### src/rtl/snoop_collect_pkg.sv
package snoop_collect_pkg;

    typedef enum logic [1:0] {
        OP_READ       = 2'd0,
        OP_READ_EXCL  = 2'd1,
        OP_UPGRADE    = 2'd2,
        OP_WRITEBACK  = 2'd3
    } bus_op_e;

    typedef struct packed {
        logic shared;
        logic modified;
        logic pending;
    } snoop_lines_t;

    typedef struct packed {
        logic respond;
        logic suppress;
        logic grant_excl;
    } mem_verdict_t;

    // Decide memory's role once every snoop has finished.
    function automatic mem_verdict_t decide_verdict(
        input bus_op_e      op,
        input snoop_lines_t lines,
        input logic         excl_shared_suppress
    );
        mem_verdict_t v;
        logic         wants_data;
        logic         withhold;
        wants_data = (op == OP_READ) || (op == OP_READ_EXCL);
        withhold   = lines.modified ||
                     ((op == OP_READ_EXCL) && lines.shared && excl_shared_suppress);
        v.respond    = wants_data && !withhold;
        v.suppress   = wants_data && withhold;
        case (op)
            OP_READ:      v.grant_excl = !lines.shared && !lines.modified;
            OP_READ_EXCL: v.grant_excl = 1'b1;
            OP_UPGRADE:   v.grant_excl = 1'b1;
            default:      v.grant_excl = 1'b0;
        endcase
        return v;
    endfunction

endpackage

### src/rtl/snoop_or_combiner.sv
module snoop_or_combiner
    import snoop_collect_pkg::*;
#(
    parameter int NUM_CACHES = 4
) (
    input  logic                  clk,
    input  logic                  rst,
    input  logic [NUM_CACHES-1:0] copy_in,
    input  logic [NUM_CACHES-1:0] dirty_in,
    input  logic [NUM_CACHES-1:0] busy_in,
    output snoop_lines_t          live_lines,
    output snoop_lines_t          held_lines
);

    logic [NUM_CACHES:0] acc_copy;
    logic [NUM_CACHES:0] acc_dirty;
    logic [NUM_CACHES:0] acc_busy;

    assign acc_copy[0]  = 1'b0;
    assign acc_dirty[0] = 1'b0;
    assign acc_busy[0]  = 1'b0;

    // One OR stage per cache, as a wired-OR line would merge them.
    for (genvar g = 0; g < NUM_CACHES; g++) begin : g_merge
        assign acc_copy[g+1]  = acc_copy[g]  | copy_in[g];
        assign acc_dirty[g+1] = acc_dirty[g] | dirty_in[g];
        assign acc_busy[g+1]  = acc_busy[g]  | busy_in[g];
    end

    assign live_lines.shared   = acc_copy[NUM_CACHES];
    assign live_lines.modified = acc_dirty[NUM_CACHES];
    assign live_lines.pending  = acc_busy[NUM_CACHES];

    always_ff @(posedge clk) begin
        if (rst) held_lines <= '0;
        else     held_lines <= live_lines;
    end

endmodule

### src/rtl/snoop_wait_timer.sv
module snoop_wait_timer #(
    parameter int WAIT_LIMIT = 64
) (
    input  logic clk,
    input  logic rst,
    input  logic start,
    input  logic active,
    input  logic busy,
    output logic timeout
);

    localparam int CNT_W = $clog2(WAIT_LIMIT + 1);
    localparam logic [CNT_W-1:0] LAST = CNT_W'(WAIT_LIMIT - 1);

    logic [CNT_W-1:0] busy_cnt;

    always_ff @(posedge clk) begin
        if (rst) begin
            busy_cnt <= '0;
            timeout  <= 1'b0;
        end else if (start) begin
            busy_cnt <= '0;
            timeout  <= 1'b0;
        end else if (active && busy) begin
            if (busy_cnt == LAST) timeout  <= 1'b1;
            else                  busy_cnt <= busy_cnt + 1'b1;
        end
    end

    // the flag never drops while a transaction is still collecting
    assert_timeout_sticky_R9: assert property (@(posedge clk) disable iff (rst)
        (timeout && !start) |=> timeout);

endmodule

### src/rtl/snoop_verdict_fsm.sv
module snoop_verdict_fsm
    import snoop_collect_pkg::*;
#(
    parameter bit EXCL_SHARED_SUPPRESS = 1'b1
) (
    input  logic         clk,
    input  logic         rst,
    input  logic         cmd_valid,
    input  bus_op_e      cmd_op,
    input  snoop_lines_t live_lines,
    output logic         accept,
    output logic         collecting,
    output logic         result_valid,
    output mem_verdict_t verdict
);

    typedef enum logic {ST_IDLE, ST_COLLECT} fsm_e;

    fsm_e         state;
    bus_op_e      held_op;
    mem_verdict_t next_verdict;

    assign accept       = (state == ST_IDLE) && cmd_valid;
    assign collecting   = (state == ST_COLLECT);
    assign next_verdict = decide_verdict(held_op, live_lines, EXCL_SHARED_SUPPRESS);

    always_ff @(posedge clk) begin
        if (rst) begin
            state        <= ST_IDLE;
            held_op      <= OP_READ;
            result_valid <= 1'b0;
            verdict      <= '0;
        end else begin
            result_valid <= 1'b0;
            verdict      <= '0;
            case (state)
                ST_IDLE: if (cmd_valid) begin
                    held_op <= cmd_op;
                    state   <= ST_COLLECT;
                end
                ST_COLLECT: if (!live_lines.pending) begin
                    result_valid <= 1'b1;
                    verdict      <= next_verdict;
                    state        <= ST_IDLE;
                end
                default: state <= ST_IDLE;
            endcase
        end
    end

    // one verdict pulse, never repeated on the next cycle
    assert_single_verdict_R4: assert property (@(posedge clk) disable iff (rst)
        result_valid |=> !result_valid);

    // respond and suppress are mutually exclusive
    assert_resp_excl_R4: assert property (@(posedge clk) disable iff (rst)
        !(verdict.respond && verdict.suppress));

    // writebacks and upgrades leave memory silent
    assert_quiet_ops_R7: assert property (@(posedge clk) disable iff (rst)
        (collecting && !live_lines.pending &&
         (held_op == OP_UPGRADE || held_op == OP_WRITEBACK))
        |=> (!verdict.respond && !verdict.suppress));

endmodule

### src/rtl/snoop_collect.sv
module snoop_collect
    import snoop_collect_pkg::*;
#(
    parameter int NUM_CACHES           = 4,
    parameter int WAIT_LIMIT           = 64,
    parameter bit EXCL_SHARED_SUPPRESS = 1'b1
) (
    input  logic                  clk,
    input  logic                  rst,
    input  logic                  cmd_valid,
    input  logic [1:0]            cmd_op,
    input  logic [NUM_CACHES-1:0] snp_copy,
    input  logic [NUM_CACHES-1:0] snp_dirty,
    input  logic [NUM_CACHES-1:0] snp_busy,
    output logic                  any_shared,
    output logic                  any_modified,
    output logic                  any_pending,
    output logic                  result_valid,
    output logic                  mem_respond,
    output logic                  mem_suppress,
    output logic                  grant_excl,
    output logic                  snoop_timeout
);

    snoop_lines_t live_lines;
    snoop_lines_t held_lines;
    mem_verdict_t verdict;
    logic         accept;
    logic         collecting;

    snoop_or_combiner #(.NUM_CACHES(NUM_CACHES)) u_combine (
        .clk        (clk),
        .rst        (rst),
        .copy_in    (snp_copy),
        .dirty_in   (snp_dirty),
        .busy_in    (snp_busy),
        .live_lines (live_lines),
        .held_lines (held_lines)
    );

    snoop_verdict_fsm #(.EXCL_SHARED_SUPPRESS(EXCL_SHARED_SUPPRESS)) u_fsm (
        .clk          (clk),
        .rst          (rst),
        .cmd_valid    (cmd_valid),
        .cmd_op       (bus_op_e'(cmd_op)),
        .live_lines   (live_lines),
        .accept       (accept),
        .collecting   (collecting),
        .result_valid (result_valid),
        .verdict      (verdict)
    );

    snoop_wait_timer #(.WAIT_LIMIT(WAIT_LIMIT)) u_timer (
        .clk     (clk),
        .rst     (rst),
        .start   (accept),
        .active  (collecting),
        .busy    (live_lines.pending),
        .timeout (snoop_timeout)
    );

    assign any_shared   = held_lines.shared;
    assign any_modified = held_lines.modified;
    assign any_pending  = held_lines.pending;
    assign mem_respond  = verdict.respond;
    assign mem_suppress = verdict.suppress;
    assign grant_excl   = verdict.grant_excl;

    // a verdict only appears once the pending line is clear
    assert_verdict_after_snoop_R3: assert property (@(posedge clk) disable iff (rst)
        result_valid |-> !any_pending);

    // memory never drives data over a modified copy
    assert_no_resp_on_dirty_R5: assert property (@(posedge clk) disable iff (rst)
        mem_respond |-> !any_modified);

    // the timeout rises only while a snoop is still reported busy
    assert_timeout_when_busy_R9: assert property (@(posedge clk) disable iff (rst)
        $rose(snoop_timeout) |-> any_pending);

    // strobes only accompany the verdict pulse
    assert_strobe_with_valid_R4: assert property (@(posedge clk) disable iff (rst)
        (mem_respond || mem_suppress) |-> result_valid);

endmodule

### config.mk
export PLATFORM = sky130hd
export DESIGN_NAME = snoop_collect
export DESIGN_NICKNAME = d
export VERILOG_FILES = /design/src/rtl/snoop_collect_pkg.sv /design/src/rtl/snoop_or_combiner.sv /design/src/rtl/snoop_wait_timer.sv /design/src/rtl/snoop_verdict_fsm.sv /design/src/rtl/snoop_collect.sv
export SDC_FILE = /design/constraint.sdc
export NUM_CORES = 1
export LEC_CHECK = 0
export BUFFER_PORTS_ARGS = -buffer_cell sky130_fd_sc_hd__clkbuf_2
export CAP_MARGIN = 20
export CORE_UTILIZATION = 46
export CTS_BUF_LIST = sky130_fd_sc_hd__clkbuf_8
export DETAILED_ROUTE_END_ITERATION = 7
export PLACE_DENSITY_LB_ADDON = 0.3
export SYNTH_ARGS = -nofsm -noshare
export SYNTH_HDL_FRONTEND = slang
export SYNTH_SLANG_ARGS = --single-unit
export TNS_END_PERCENT = 50
### constraint.sdc
create_clock -name clk -period 1.25 [get_ports clk]
set_input_delay 0.125 -clock clk [delete_from_list [all_inputs] [get_ports clk]]
set_output_delay 0.125 -clock clk [all_outputs]
set_load 0.02 [all_outputs]
## After elaboration in Yosys (flattened, before gate mapping)

Cells that the tools add are included.

| operators by class | value |
|---|---|
| add/sub/neg operators | 1 |
| equal/unequal tests | 3 |
| mux-type cells | 5 |
| bitwise operators | 11 |
| reductions and logical operators | 19 |

Operators with widths:

| operator | count |
|---|---|
| $or A1 B1 Y1 | 9 |
| $add A7 B1 Y7 const B | 1 |
| $eq A7 B6 Y1 const B | 1 |
| $logic_and A1 B1 Y1 | 6 |
| $reduce_and A2 Y1 | 3 |
| $reduce_or A2 Y1 | 3 |
| $pmux W1 S2 | 2 |
| $logic_not A1 Y1 | 3 |
| $mux W1 | 3 |
| $reduce_or A3 Y1 | 1 |
| $eq A2 B1 Y1 const B | 1 |
| $eq A2 B2 Y1 const B | 1 |
| $logic_not A2 Y1 | 1 |
| $logic_or A1 B1 Y1 | 2 |
| $not A1 Y1 | 2 |

| storage, ports and cells | value |
|---|---|
| register bits | 18 |
| output and inout bits | 8 |

## Logic depth before layout (Yosys ltp)

| logic depth | value |
|---|---|
| depth in word-level cells | 7 |
| mapped depth | 4 |
| mapped depth without buffers | 4 |

## Hierarchy

From an unflattened synthesis, not the netlist that was laid out.

| unflattened totals | value |
|---|---|
| cell total of the unflattened synthesis | 75 |
| area total of the unflattened synthesis | 753.2 µm² |

Modules (own cells, without submodules):

| module | times used | cells an instance | area an instance (µm²) |
|---|---|---|---|
| snoop_wait_timer | 1 | 36 | 346.6 |
| snoop_verdict_fsm | 1 | 30 | 294.0 |
| snoop_or_combiner | 1 | 9 | 112.6 |

## Least setup slack after synthesis

OpenSTA, ideal clock, no wires.

| timing path | value |
|---|---|
| path kind | flip-flop to flip-flop |
| start point | register u_timer.busy_cnt[0] |
| end point | register u_timer.busy_cnt[3] |
| setup time | 0.072 ns |
| arrival time | 1.207 ns |
| slack | -0.029 ns |
| cell stages (with the launch flop) | 5 |
| path buffers | 0 |
| clock period less this slack | 1.279 ns |
| path through | dfxtp_1 > ha_1 > and4b_1 > a211oi_1 > mux2i_1 |

| on the way | value |
|---|---|
| cells in the longest elaborated chain, start to end | 3 |
| elaborated cells on any way between the ends | 4 |
| those cells by class | add/sub (1); eq/ne (1); bitwise (1); reduce/logical (1) |

RTL lines:

| what | line | source |
|---|---|---|
| start, declared | snoop_wait_timer.sv:15 | `logic [CNT_W-1:0] busy_cnt;` |
| start signal, assigned | snoop_wait_timer.sv:26 | `else busy_cnt <= busy_cnt + 1'b1;` |
| parallel branches: the longest is 3 deep, another holds $add A7 B1 Y7 | - |  |

Parallel ways; which one is timed is not known.
A chain may end at the register's enable or synchronous reset.

## Worst setup path in the final report

| timing path | value |
|---|---|
| start point | register u_timer.busy_cnt[1] |
| end point | register u_timer.busy_cnt[2] |

The elaborated chain is that of the path after synthesis.

==> results.txt <==
Clk pwr share - 0.382
critical path peak fanout - 5
Num CTS Buffers - 3
unrepaired setup endpoints after global routing - true
Multi-input gate area - 469 um^2
Worst setup SP type - flip-flop
wirelength, routed - 1840 um
P_int - 943 uW
Comb pwr share - 0.128
die height - 43.6 um
HPWL after DPL - 1220 um
Storage cell area - 364 um^2
fill cell count - 120
initial antenna violation count - 0
Net Count, Synth - 102
I/O Buffers - 24
ranking of synthesized cells by area - dfxtp_1 45%, mux2i_1 7.5%, ha_1 6.3%
clk root buf - clkbuf_8
vias in the first global route - 669
GP Congestion - 0.788
Post-synth EDFFs - 0
most frequent cells in the layout - 24 x clkbuf_2, 15 x dfxtp_1
Yosys top cell area share - 0.453
fin crit share - 1.03
H-Tree Depth - 1
Max Clock Freq - 777 MHz
ys async rst share - 0
final net count - 136
First-pass DRT Iterations - 6
Sw Pwr - 288 uW
DR WL/cell - 14.2 um
worst-skew pair later-pin latency - 0.25 ns
row count - 14
CTS tree - done
synth warn - 0
status - complete, but fails checks
violated checks - DRC, setup timing
Max VDD drop - 759 uV
Detail Route Antenna Nets - 0
drt drc - 3
hold buffer count at CTS - 0
HP Class - input pin to flip-flop
#FFs+latches synth - 18
first-pass GRT wire length - 2970 um
sequential power share - 0.489
Area growth, synth to finish - 37.7%
Hold Violations, Final - 0
mapped cell area - 796 um^2
Tot GR Track Use - 0.215
die area - 1900 um^2
total of max-cap violations - 0
switching share of power - 0.234
Post-synth top flop - dfxtp_1
DR vias - 753
placed cell areas - 973 um^2
Clk pin slew, worst setup/hold paths - 0.07 ns
commonest non-fill, non-tap cell in the layout - clkbuf_2
hold_ws - 0.111 ns
initial drt markers - 17
Mapped Cells - 81
synth unique cells - 26
CP Data Arrival Time - 1.45 ns
layout cell share with drive strength beyond 1 - 0.412
design area - 1100 um^2
clk_skew - 0.00565 ns
pin count of the biggest net entering global routing - 11
grt ovf - 0
Clock Sinks - 18
sequential element share of the synthesized area - 0.453
Place WS - -0.0758 ns
CP endpoint kind - flip-flop
CTS max path bufs - 2
Final setup viols - 2
WS Path Type - flip-flop to flip-flop
max-slew violations - 0
core area - 1560 um^2
initial cell density of the core - 0.510
Ports - 25
ANT cells - 0
leading area contributor after synthesis - dfxtp_1
Final WS setup - -0.0371 ns
relative slew slack - 0.532
Critical Path RT - 1.42 ns
Slew @ Worst Pin - 0.699 ns
Vias/cell - 5.79
Leak - 0.456 nW
fin crit period - 1.29 ns
P per Cell Area - 1120 nW/um^2
Die X-Extent - 43.6 um
Syn Area/Cell - 9.82 um^2
layout make-up:
| cell class | count | share of cell area |
|---|---|---|
| clock buffer | 4 | 0.0502 |
| inverter | 6 | 0.0205 |
| multi-input combinational | 56 | 0.428 |
| sequential | 18 | 0.332 |
| tap | 16 | 0.0183 |
| timing repair buffer | 30 | 0.151 |
layer usage:
| metal | vias to the layer above | GRT usage | share of wire |
|---|---|---|---|
| li1 | 367 | - | - |
| met1 | 359 | 0.293 | 0.48 |
| met2 | 25 | 0.319 | 0.45 |
| met3 | 2 | 0.0458 | 0.067 |
| met4 | 0 | 0.113 | 0.0049 |
| met5 | - | 0 | 0 |
cell families after synthesis:
kind of cell    Yosys count  share of synthesized area
flops                    18                      0.453
simple gates             31                      0.209
fa+ha+maj                 4                     0.0629
mux                       6                     0.0755
compound gates           15                      0.165
buf+inv                   7                     0.0346
what timing repair did:
action | CTS | global route
gates cloned | 0 | 0
gates resized for setup | 7 | 6
endpoints found under the setup margin | 6 | 6
buffers inserted | 1 | 0
pin swaps | 3 | 6
cell usage after synthesis (2+ instances only):
master,n
nor4_1,5
nor3_1,2
a21oi_1,4
nor2_1,6
dfxtp_1,18
or4_1,2
nand2_1,4
a31oi_1,2
mux2i_1,6
a211oi_1,2
nand3_1,7
inv_1,6
ha_1,4
critical path, cell delays in order (launching register included):
cell	delay [ns]
dfxtp_2	0.36
ha_4	0.15
and4b_4	0.32
a21oi_4	0.09
a311oi_1	0.28
worst paths after layout:
check	endpoint	start	slack, ns	depth (start not counted)
worst max-delay path	u_timer.busy_cnt[2]$_SDFFE_PP0P_	u_timer.busy_cnt[1]$_SDFFE_PP0P_	-0.04	4
worst min-delay path	u_fsm.held_op[1]$_SDFFE_PP0P_	cmd_op[1]	0.11	3
worst max register to register	u_timer.busy_cnt[2]$_SDFFE_PP0P_	u_timer.busy_cnt[1]$_SDFFE_PP0P_	-0.04	4
worst min register to register	u_timer.busy_cnt[6]$_SDFFE_PP0P_	u_timer.busy_cnt[6]$_SDFFE_PP0P_	0.49	1
per-stage QoR:
stage	std cells	utilization	total power, mW	TNS (ns)
after CTS	130	0.685	1.23	-0.0990
after detailed placement	125	0.624	0.761	-0.379
after floorplan	81	-	0.694	-0.0134
after global routing	130	0.703	1.28	-0.190
final	130	0.703	1.23	-0.0578
after global placement	125	0.624	0.756	-0.132
power by group through the flow:
stage | Clock, mW | Sequential (mW) | Combinational, mW
5_1_grt | 0.505 | 0.604 | 0.172
3_5_place_dp | 0 | 0.613 | 0.148
3_3_place_gp | 0 | 0.612 | 0.144
6_report | 0.471 | 0.602 | 0.158
2_1_floorplan | 0 | 0.621 | 0.0728
4_1_cts | 0.478 | 0.601 | 0.155
state kept, by name, indices dropped and copies added, names as in the netlist:
register,cells
u_fsm.collecting,1
u_combine.held_lines,3
u_timer.busy_cnt,7
u_fsm.verdict,3
u_fsm.held_op,2
u_fsm.result_valid,1
u_timer.timeout,1
No activity file was read; power rests on OpenSTA's default activity.
